**src/rtl/vseg_pkg.sv**
```systemverilog
package vseg_pkg;
   typedef enum logic [1:0] {
      SEG_TLB     = 2'd0,
      SEG_DIRECT  = 2'd1,
      SEG_ILLEGAL = 2'd2
   } seg_cls_e;

   localparam logic [1:0] PRIV_KERNEL = 2'b00;
   localparam logic [1:0] PRIV_SUPER  = 2'b01;
   localparam logic [1:0] PRIV_USER   = 2'b10;

   localparam int VA_W   = 64;
   localparam int XP_W   = 44;
   localparam int KSEG_W = 29;
endpackage

```
**src/rtl/vseg_priv.sv**
```systemverilog
module vseg_priv
   import vseg_pkg::*;
(
   input  logic [1:0] ksu,
   input  logic       exl,
   input  logic       erl,
   input  logic       ux,
   input  logic       sx,
   input  logic       kx,
   output logic [1:0] priv,
   output logic       is_kernel,
   output logic       wide
);
   always_comb begin
      priv      = (exl || erl) ? PRIV_KERNEL : ksu;
      is_kernel = (priv == PRIV_KERNEL);
      unique case (priv)
         PRIV_KERNEL: wide = kx;
         PRIV_SUPER:  wide = sx;
         default:     wide = ux;
      endcase
   end
endmodule

```
**src/rtl/vseg_range.sv**
```systemverilog
module vseg_range
   import vseg_pkg::*;
(
   input  logic [VA_W-1:0] vaddr,
   input  logic            is_kernel,
   output seg_cls_e        cls,
   output logic [VA_W-1:0] ext_addr,
   output logic [XP_W-1:0] paddr_raw
);
   localparam int HALF = VA_W / 2;

   logic short_neg;
   logic xphys_hit;
   logic low_hit;
   logic kwin_hit;

   always_comb begin
      short_neg = (vaddr[VA_W-1:HALF] == '0) && vaddr[HALF-1];
      ext_addr  = short_neg ? {{HALF{1'b1}}, vaddr[HALF-1:0]} : vaddr;
      xphys_hit = (vaddr[VA_W-1 -: 2] == 2'b10);
      low_hit   = (vaddr[VA_W-1:HALF-1] == '0);
      kwin_hit  = (ext_addr[VA_W-1:HALF] == '1) && (ext_addr[HALF-1 -: 2] == 2'b10);

      cls       = SEG_ILLEGAL;
      paddr_raw = '0;
      if (xphys_hit) begin
         cls       = SEG_DIRECT;
         paddr_raw = vaddr[XP_W-1:0];
      end else if (low_hit) begin
         cls = SEG_TLB;
      end else if (is_kernel) begin
         if (kwin_hit) begin
            cls       = SEG_DIRECT;
            paddr_raw = {{(XP_W-KSEG_W){1'b0}}, ext_addr[KSEG_W-1:0]};
         end else begin
            cls = SEG_TLB;
         end
      end
   end
endmodule

```
**src/rtl/vseg_classify.sv**
```systemverilog
module vseg_classify
   import vseg_pkg::*;
#(
   parameter int PA_W      = 44,
   parameter int EXC_W     = 5,
   parameter int EXC_LOAD  = 4,
   parameter int EXC_STORE = 5
) (
   input  logic             clk,
   input  logic             rst_n,
   input  logic             req_valid,
   input  logic [63:0]      req_vaddr,
   input  logic             req_write,
   input  logic             req_noexc,
   input  logic [1:0]       st_ksu,
   input  logic             st_exl,
   input  logic             st_erl,
   input  logic             st_ux,
   input  logic             st_sx,
   input  logic             st_kx,
   output logic             rsp_valid,
   output logic [1:0]       rsp_priv,
   output logic             rsp_wide,
   output logic             rsp_tlb_req,
   output logic             rsp_direct,
   output logic             rsp_writable,
   output logic [PA_W-1:0]  rsp_paddr,
   output logic             rsp_fail,
   output logic             rsp_exc,
   output logic [EXC_W-1:0] rsp_exc_code,
   output logic [63:0]      rsp_badaddr
);
   localparam int CODE_MAX = (1 << EXC_W) - 1;

   if (PA_W < XP_W || PA_W > VA_W) begin : g_bad_pa
      $error("vseg_classify: PA_W must lie between 44 and 64");
   end
   if (EXC_LOAD == EXC_STORE || EXC_LOAD == 0 || EXC_STORE == 0 ||
       EXC_LOAD > CODE_MAX || EXC_STORE > CODE_MAX) begin : g_bad_code
      $error("vseg_classify: exception codes must be distinct, nonzero and fit EXC_W");
   end

   logic [1:0]      priv;
   logic            is_kernel;
   logic            wide;
   seg_cls_e        cls;
   logic [VA_W-1:0] ext_addr;
   logic [XP_W-1:0] paddr_raw;
   logic [PA_W-1:0] paddr_fit;

   vseg_priv u_priv (
      .ksu       (st_ksu),
      .exl       (st_exl),
      .erl       (st_erl),
      .ux        (st_ux),
      .sx        (st_sx),
      .kx        (st_kx),
      .priv      (priv),
      .is_kernel (is_kernel),
      .wide      (wide)
   );

   vseg_range u_range (
      .vaddr     (req_vaddr),
      .is_kernel (is_kernel),
      .cls       (cls),
      .ext_addr  (ext_addr),
      .paddr_raw (paddr_raw)
   );

   if (PA_W == XP_W) begin : g_pa_exact
      assign paddr_fit = paddr_raw;
   end else begin : g_pa_pad
      assign paddr_fit = {{(PA_W-XP_W){1'b0}}, paddr_raw};
   end

   logic             go_tlb;
   logic             go_direct;
   logic             go_fail;
   logic             raise;
   logic [EXC_W-1:0] code_n;

   always_comb begin
      go_tlb    = (cls == SEG_TLB);
      go_direct = (cls == SEG_DIRECT);
      go_fail   = (cls == SEG_ILLEGAL);
      raise     = go_fail && !req_noexc;
      code_n    = '0;
      if (raise) code_n = req_write ? EXC_W'(EXC_STORE) : EXC_W'(EXC_LOAD);
   end

   always_ff @(posedge clk or negedge rst_n) begin
      if (!rst_n) begin
         rsp_valid    <= 1'b0;
         rsp_tlb_req  <= 1'b0;
         rsp_direct   <= 1'b0;
         rsp_fail     <= 1'b0;
         rsp_exc      <= 1'b0;
         rsp_priv     <= '0;
         rsp_wide     <= 1'b0;
         rsp_writable <= 1'b0;
         rsp_paddr    <= '0;
         rsp_exc_code <= '0;
         rsp_badaddr  <= '0;
      end else begin
         rsp_valid   <= req_valid;
         rsp_tlb_req <= req_valid && go_tlb;
         rsp_direct  <= req_valid && go_direct;
         rsp_fail    <= req_valid && go_fail;
         rsp_exc     <= req_valid && raise;
         if (req_valid) begin
            rsp_priv     <= priv;
            rsp_wide     <= wide;
            rsp_writable <= go_direct;
            rsp_paddr    <= go_direct ? paddr_fit : '0;
            rsp_exc_code <= code_n;
            rsp_badaddr  <= raise ? ext_addr : '0;
         end
      end
   end
endmodule

```
**config.mk**
```make
export PLATFORM = sky130hd
export DESIGN_NAME = vseg_classify
export DESIGN_NICKNAME = d
export VERILOG_FILES = /design/src/rtl/vseg_pkg.sv /design/src/rtl/vseg_priv.sv /design/src/rtl/vseg_range.sv /design/src/rtl/vseg_classify.sv
export SDC_FILE = /design/constraint.sdc
export NUM_CORES = 1
export LEC_CHECK = 0
export BUFFER_PORTS_ARGS = -buffer_cell sky130_fd_sc_hd__buf_2
export CORE_MARGIN = 2
export CORE_UTILIZATION = 28
export DETAILED_ROUTE_END_ITERATION = 7
export PLACE_DENSITY = 0.5
export SYNTH_ARGS = -nofsm -noshare
export SYNTH_HDL_FRONTEND = slang
export SYNTH_SLANG_ARGS = --single-unit
export TNS_END_PERCENT = 100
```
**constraint.sdc**
```tcl
create_clock -name clk -period 1.4 [get_ports clk]
set_input_delay 0.28 -clock clk [delete_from_list [all_inputs] [get_ports clk]]
set_output_delay 0.28 -clock clk [all_outputs]
set_load 0.05 [all_outputs]
```
Yosys cells after proc, flatten, opt, wreduce, memory -nomap -nowiden. Index checks and enable logic that the tools add are counted.

Memory bits (read-only): 0. Word-level logic and storage cells: 45. Flip-flop bits (word level): 122. RAM bits: 0. Memories kept: 0. Bits in latches: 0. Output and inout port bits: 122.

Multiplexer cells: 15. $add $sub $neg: 0. Reductions and logical operators: 13. Multipliers: 0. Magnitude comparators: 0. Shift operators: 0. Bitwise logic cells: 0. Div/mod/pow operators: 0. Equality and inequality tests: 6.

Operator list (count): $mux 44 (4); $mux 64 (2); $logic_not 33->1 (1); $eq 32x32->1 const B (1); $logic_not 32->1 (1); $mux 29 (1); $mux 2 (4); $logic_and 1x1->1 (7); $eq 2x2->1 const B (3); $eq 2x1->1 const B (2); $logic_not 2->1 (2); $mux 3 (1); $mux 1 (2); $pmux 1 s2 (1); $logic_not 1->1 (1); $logic_or 1x1->1 (1).

Logic depth before layout (Yosys ltp).
Depth in word-level cells: 12. Gate-level depth with buffers: 6. Mapped depth without buffers: 4.

Modules after synthesis. Synthesis repeated with hierarchy kept, for this count alone.

Cells, all modules: 613. Area, all modules: 6069.6 um2.

By module, submodules not included: vseg_classify (instances 1, cells each 393, sequential area each 2977.9 um2, area each 4829.6 um2); vseg_range (instances 1, cells each 212, sequential area each 0.0 um2, area each 1183.6 um2); vseg_priv (instances 1, cells each 8, sequential area each 0.0 um2, area each 56.3 um2).

Worst setup path after synthesis. Ideal clock, no wire load.

Path kind: input port to flip-flop. Start: in st_erl. End: reg rsp_badaddr[54]. Buffers on the path: 1. Cell stages on the path: 5. Required time: 1.310 ns. Path slack: -0.239 ns. Data arrival time: 1.548 ns. Cells stage by stage: or2_1 nor4_4 nand3_1 clkbuf_1 o221ai_1.

Longest elaborated chain between the ends: 9.

Ends and longest elaborated chain: start: declaration (line vseg_classify.sv:17) `input logic st_erl,`; $logic_or 1x1->1 (line vseg_priv.sv:15) `priv = (exl || erl) ? PRIV_KERNEL : ksu;`; $mux 2 (line vseg_priv.sv:15); $logic_not 2->1 (line vseg_priv.sv:16) `is_kernel = (priv == PRIV_KERNEL);`; $mux 2 (line vseg_range.sv:31) `end else if (is_kernel) begin`; $mux 2 (line vseg_range.sv:29) `end else if (low_hit) begin`; $mux 2 (line vseg_range.sv:26) `if (xphys_hit) begin`; $eq 2x2->1 (line vseg_classify.sv:86) `go_fail = (cls == SEG_ILLEGAL);`; $logic_and 1x1->1 (line vseg_classify.sv:87) `raise = go_fail && !req_noexc;`; $mux 64 (line vseg_classify.sv:117) `rsp_badaddr <= raise ? ext_addr : '0;`; end signal: assignment (line vseg_classify.sv:117); end: declaration (line vseg_classify.sv:31) `output logic [63:0] rsp_badaddr`.

No other way between the ends. A chain may end at the register's enable or synchronous reset.

Worst setup path in the final report.
Start: in req_vaddr[39]. End: reg rsp_badaddr[7].

Longest elaborated chain between the ends: 12. Elaborated cells between the ends (all ways): 13.

Ends and longest elaborated chain: start: declaration (line vseg_classify.sv:12) `input logic [63:0] req_vaddr,`; $logic_not 32->1 (line vseg_range.sv:18) `short_neg = (vaddr[VA_W-1:HALF] == '0) && vaddr[HALF-1];`; $logic_and 1x1->1 (line vseg_range.sv:18); $mux 64 (line vseg_range.sv:19) `ext_addr = short_neg ? {{HALF{1'b1}}, vaddr[HALF-1:0]} : vaddr;`; $eq 32x32->1 (line vseg_range.sv:22) `kwin_hit = (ext_addr[VA_W-1:HALF] == '1) && (ext_addr[HALF-1 -: 2] == 2'b10);`; $logic_and 1x1->1 (line vseg_range.sv:22); $mux 1 (line vseg_range.sv:32) `if (kwin_hit) begin`; $mux 2 (line vseg_range.sv:31); $mux 2 * (line vseg_range.sv:29); $mux 2 * (line vseg_range.sv:26); $eq 2x2->1 * (line vseg_classify.sv:86); $logic_and 1x1->1 * (line vseg_classify.sv:87); $mux 64 * (line vseg_classify.sv:117).

Every way passes the cells marked *; elsewhere a longest branch is shown, timed or not.

==> out/summary.log <==
[run_status] status finished, final reports clean
[drt] post-detailed-routing wire length 15.1 mm
[clock_network] clock buffers created by TritonCTS 17
[yosys] number of standard cells after synthesis 449
[clock_network] post-CTS setup buffer count 0
[timing] period utilization 99.8%
[timing] worst hold slack across all endpoints 0.105 ns
[place] post-detailed-placement half-perimeter wirelength 10.7 mm
[critical_path] Critical path origin req_vaddr[39]
[critical_path] Critical Path End Type flop
[drt] Antenna Violating Nets Remaining 0
[yosys] top-area cell type share of the netlist area 59.2%
[yosys] most frequent cells after synthesis 119 x dfrtp_1, 70 x inv_1, 34 x nand2_1, 34 x o2bb2ai_1, 33 x o221ai_1
[timing] final worst slack 0.00225 ns
[place] port bufs 194
[grt] wire length of the first global-routing pass 23.7 mm
[power] power density normalized to cell area 1220 nW/um^2
[critical_path] master of the slowest instance on the critical path nor4_4
[drt] count of TritonRoute iterations in the first routing pass 4
[yosys] predominant post-synthesis flop cell dfrtp_1
[grt] number of antenna violations at the first check in global routing 0
[grt] vias in the first global route 4,553
[yosys] Seq/Total Area, Yosys 59.2%
[timing] setup repair after global routing missed its margin yes
[timing] Final Hold Violating Endpoints 0
[timing] Max Freq 715 MHz
[critical_path] cell breakdown of the critical path buf_2 -> nor4_4 -> nand4_1 -> buf_6 -> o311ai_4 -> buf_12 -> o2bb2ai_1
[min_path] Hold Path Sink rsp_exc_code[0]
[power] worst vdd rail ir drop 0.000817 V
[drt] number of design-rule violations left by the first detailed-router iteration 201
[critical_path] CP max FO 34
[layout] share of post-route cells with drive strength above 1 44.8%
[critical_path] longest individual stage delay on the worst path 0.28 ns
[yosys] Unique masters post-synth 31
[clock_network] clock tree from TritonCTS done
[grt] largest net degree at the start of global routing 67
[layout] number of antenna repair diodes 0
[die] area of the core 17,400 um^2
[yosys] post-synthesis average cell area 11.2 um^2
[place] routability cong. 0.799
[yosys] most repeated cell in the gate-level netlist after synthesis dfrtp_1
[drt] via total after detailed routing 4,461
[clock_network] CTS max path bufs 2
[min_path] Hold Path Depth 3
[grt] GRT Resource Usage Total 16.1%
[die] boundary pin count 198
[layout] Post-Route Utilization 43.0%
[clock_network] clock insertion delay at the later pin of the skew report 0.41 ns
[place] cell count after placement 890
[critical_path] number of cell instances on the worst register-to-register path 2
[critical_path] required time of the worst setup path 1.68 ns
[min_path] worst min-delay path startpoint req_write
[clock_network] htree depth 4
[critical_path] Crit path max-delay family buffers and inverters
[yosys] share of flip-flops with an asynchronous set or reset after synthesis 100%
[yosys] count of flip-flops with a built-in enable after synthesis 0
[die] starting utilization of the core area 28.9%
[critical_path] start of the worst register-to-register path rsp_paddr[13]
[critical_path] CP Data Arrival Time 1.68 ns
[critical_path] endpoint of the worst register-to-register path rsp_paddr[13]
[drt] detail-routed net length per standard cell 16.4 um
[timing] maximum clock skew at final layout 0 ns
[yosys] cell types occupying the most area after synthesis dfrtp_1 59%, o2bb2ai_1 5.9%, o221ai_1 5.8%
[yosys] Synth area leader dfrtp_1
[grt] leftover overflow at the end of global routing 0
[critical_path] flop2flop setup slack 0.57 ns
[clock_network] Sinks on Clock Net 119
[timing] final count of negative-setup-slack endpoints 0
[die] overall die height 138 um
[layout] Syn-to-layout area delta 49.0%
[power] static power due to leakage 3.93 nW
[critical_path] category of the worst setup path launch point input port
[clock_network] Reg clk slew, reported paths 0.05 ns
[flow_run] # Max-Cap Violations 0
[yosys] post-synth design cell area 5030 um^2
[yosys] register bit count reported by yosys 119
[timing] Total Neg Setup Slack 0 ns
[min_path] worst hold-check path type in2reg
[place] worst slack after detailed placement -0.443 ns
[drt] remaining design rule violation count 0
[die] overall die area 19,000 um^2
[die] overall die width 138 um
[yosys] Syn. warnings 0
[drt] Vias/cell 4.84
[timing] count of pins over their slew limit 0
[die] FP Rows 48
[critical_path] Crit Path Category in2reg
[clock_network] Clk Tree Root Cell clkbuf_16
[critical_path] count of buffer and inverter cells on the critical path 3
[layout] number of nets in the layout 761
[timing] time the worst path needs with I/O delays and setup 1.40 ns
[layout] final instance count without filler cells 922
## cells in the final DEF, fill, tap and decap left out, types with 2 or more instances in the layout
| master | n |
|---|---|
| or2_4 | 2 |
| inv_1 | 70 |
| o31ai_1 | 26 |
| a21oi_1 | 2 |
| o21ai_1 | 2 |
| o31ai_2 | 3 |
| nand2_1 | 34 |
| nand4_1 | 10 |
| nor4_4 | 8 |
| o221ai_2 | 9 |
| conb_1 | 3 |
| a22oi_1 | 29 |
| buf_6 | 2 |
| buf_4 | 47 |
| clkbuf_8 | 4 |
| dfrtp_1 | 119 |
| a22o_1 | 15 |
| buf_2 | 193 |
| clkbuf_1 | 2 |
| clkinvlp_4 | 3 |
| nor2_1 | 2 |
| o21ai_0 | 3 |
| clkbuf_16 | 17 |
| nor2b_1 | 2 |
| o221ai_1 | 24 |
| buf_12 | 11 |
| clkinv_2 | 5 |
| nor4_1 | 2 |
| o2bb2ai_1 | 34 |
## worst min-delay path, cell delays in order
cell	delay (ns)
buf_2	0.10
inv_1	0.04
o2bb2ai_1	0.05
## worst max path at each step
stage | slack, ns | cells after the start | endpoint
3_5_place_dp | -0.44 | 7 | rsp_badaddr[39]
5_1_grt | -0.03 | 7 | rsp_badaddr[28]
3_3_place_gp | -0.41 | 7 | rsp_badaddr[48]
6_report | 0.002 | 7 | rsp_badaddr[7]
2_1_floorplan | -0.20 | 5 | rsp_badaddr[10]
4_1_cts | -0.007 | 7 | rsp_badaddr[17]
## cells by family after synthesis
kind of cell	after synthesis	share of synthesized area, %
AOI/OAI and AO/OA	154	25.2
DFF	119	59.2
buffers and inverters	110	8.81
and+or+nand+nor	65	6.62
other	1	0.0746
## through the flow
stage,area [um^2],power [mW]
6_report,7490,9.13
5_1_grt,7490,9.52
4_1_cts,7470,9.26
3_5_place_dp,6890,5.10
3_3_place_gp,6890,5.09
2_1_floorplan,5250,4.50
## layout make-up
class | count | area [um^2]
Fill cell | 1712 | 9930
Sequential cell | 119 | 2980
Multi-Input combinational cell | 222 | 1830
Timing Repair Buffer | 254 | 1570
Clock buffer | 23 | 488
Tap cell | 225 | 282
Inverter | 71 | 268
Clock inverter | 8 | 72.6
## registers in the layout, summed over array words and instances (netlist names)
name          count
rsp_tlb_req       1
rsp_valid         1
rsp_paddr        44
rsp_writable      1
rsp_priv          2
rsp_fail          1
rsp_wide          1
rsp_exc_code      2
rsp_exc           1
rsp_direct        1
rsp_badaddr      64
## repair_timing
action,in CTS,in global routing
pin swaps,0,1
hold buffers,1,0
resized for setup,2,5
hold endpoints to repair,119,0
setup endpoints to repair,10,52
## report_power, final
part	switching [mW]	internal (mW)	total, mW	leakage, nW
logic	0.977	0.410	1.39	2.04
registers	0.0727	3.58	3.65	1.62
clock network	1.50	2.60	4.10	0.271
## metal layers
metal / vias to the layer above / track usage, % / part of all wire (%)
met3: 11 / 6.18 / 8.8
li1: 2125 / - / -
met5: - / 0 / 0
met2: 175 / 25.0 / 45
met4: 0 / 4.76 / 0.83
met1: 2150 / 20.9 / 45
No activity file was read; power rests on OpenSTA's default activity.
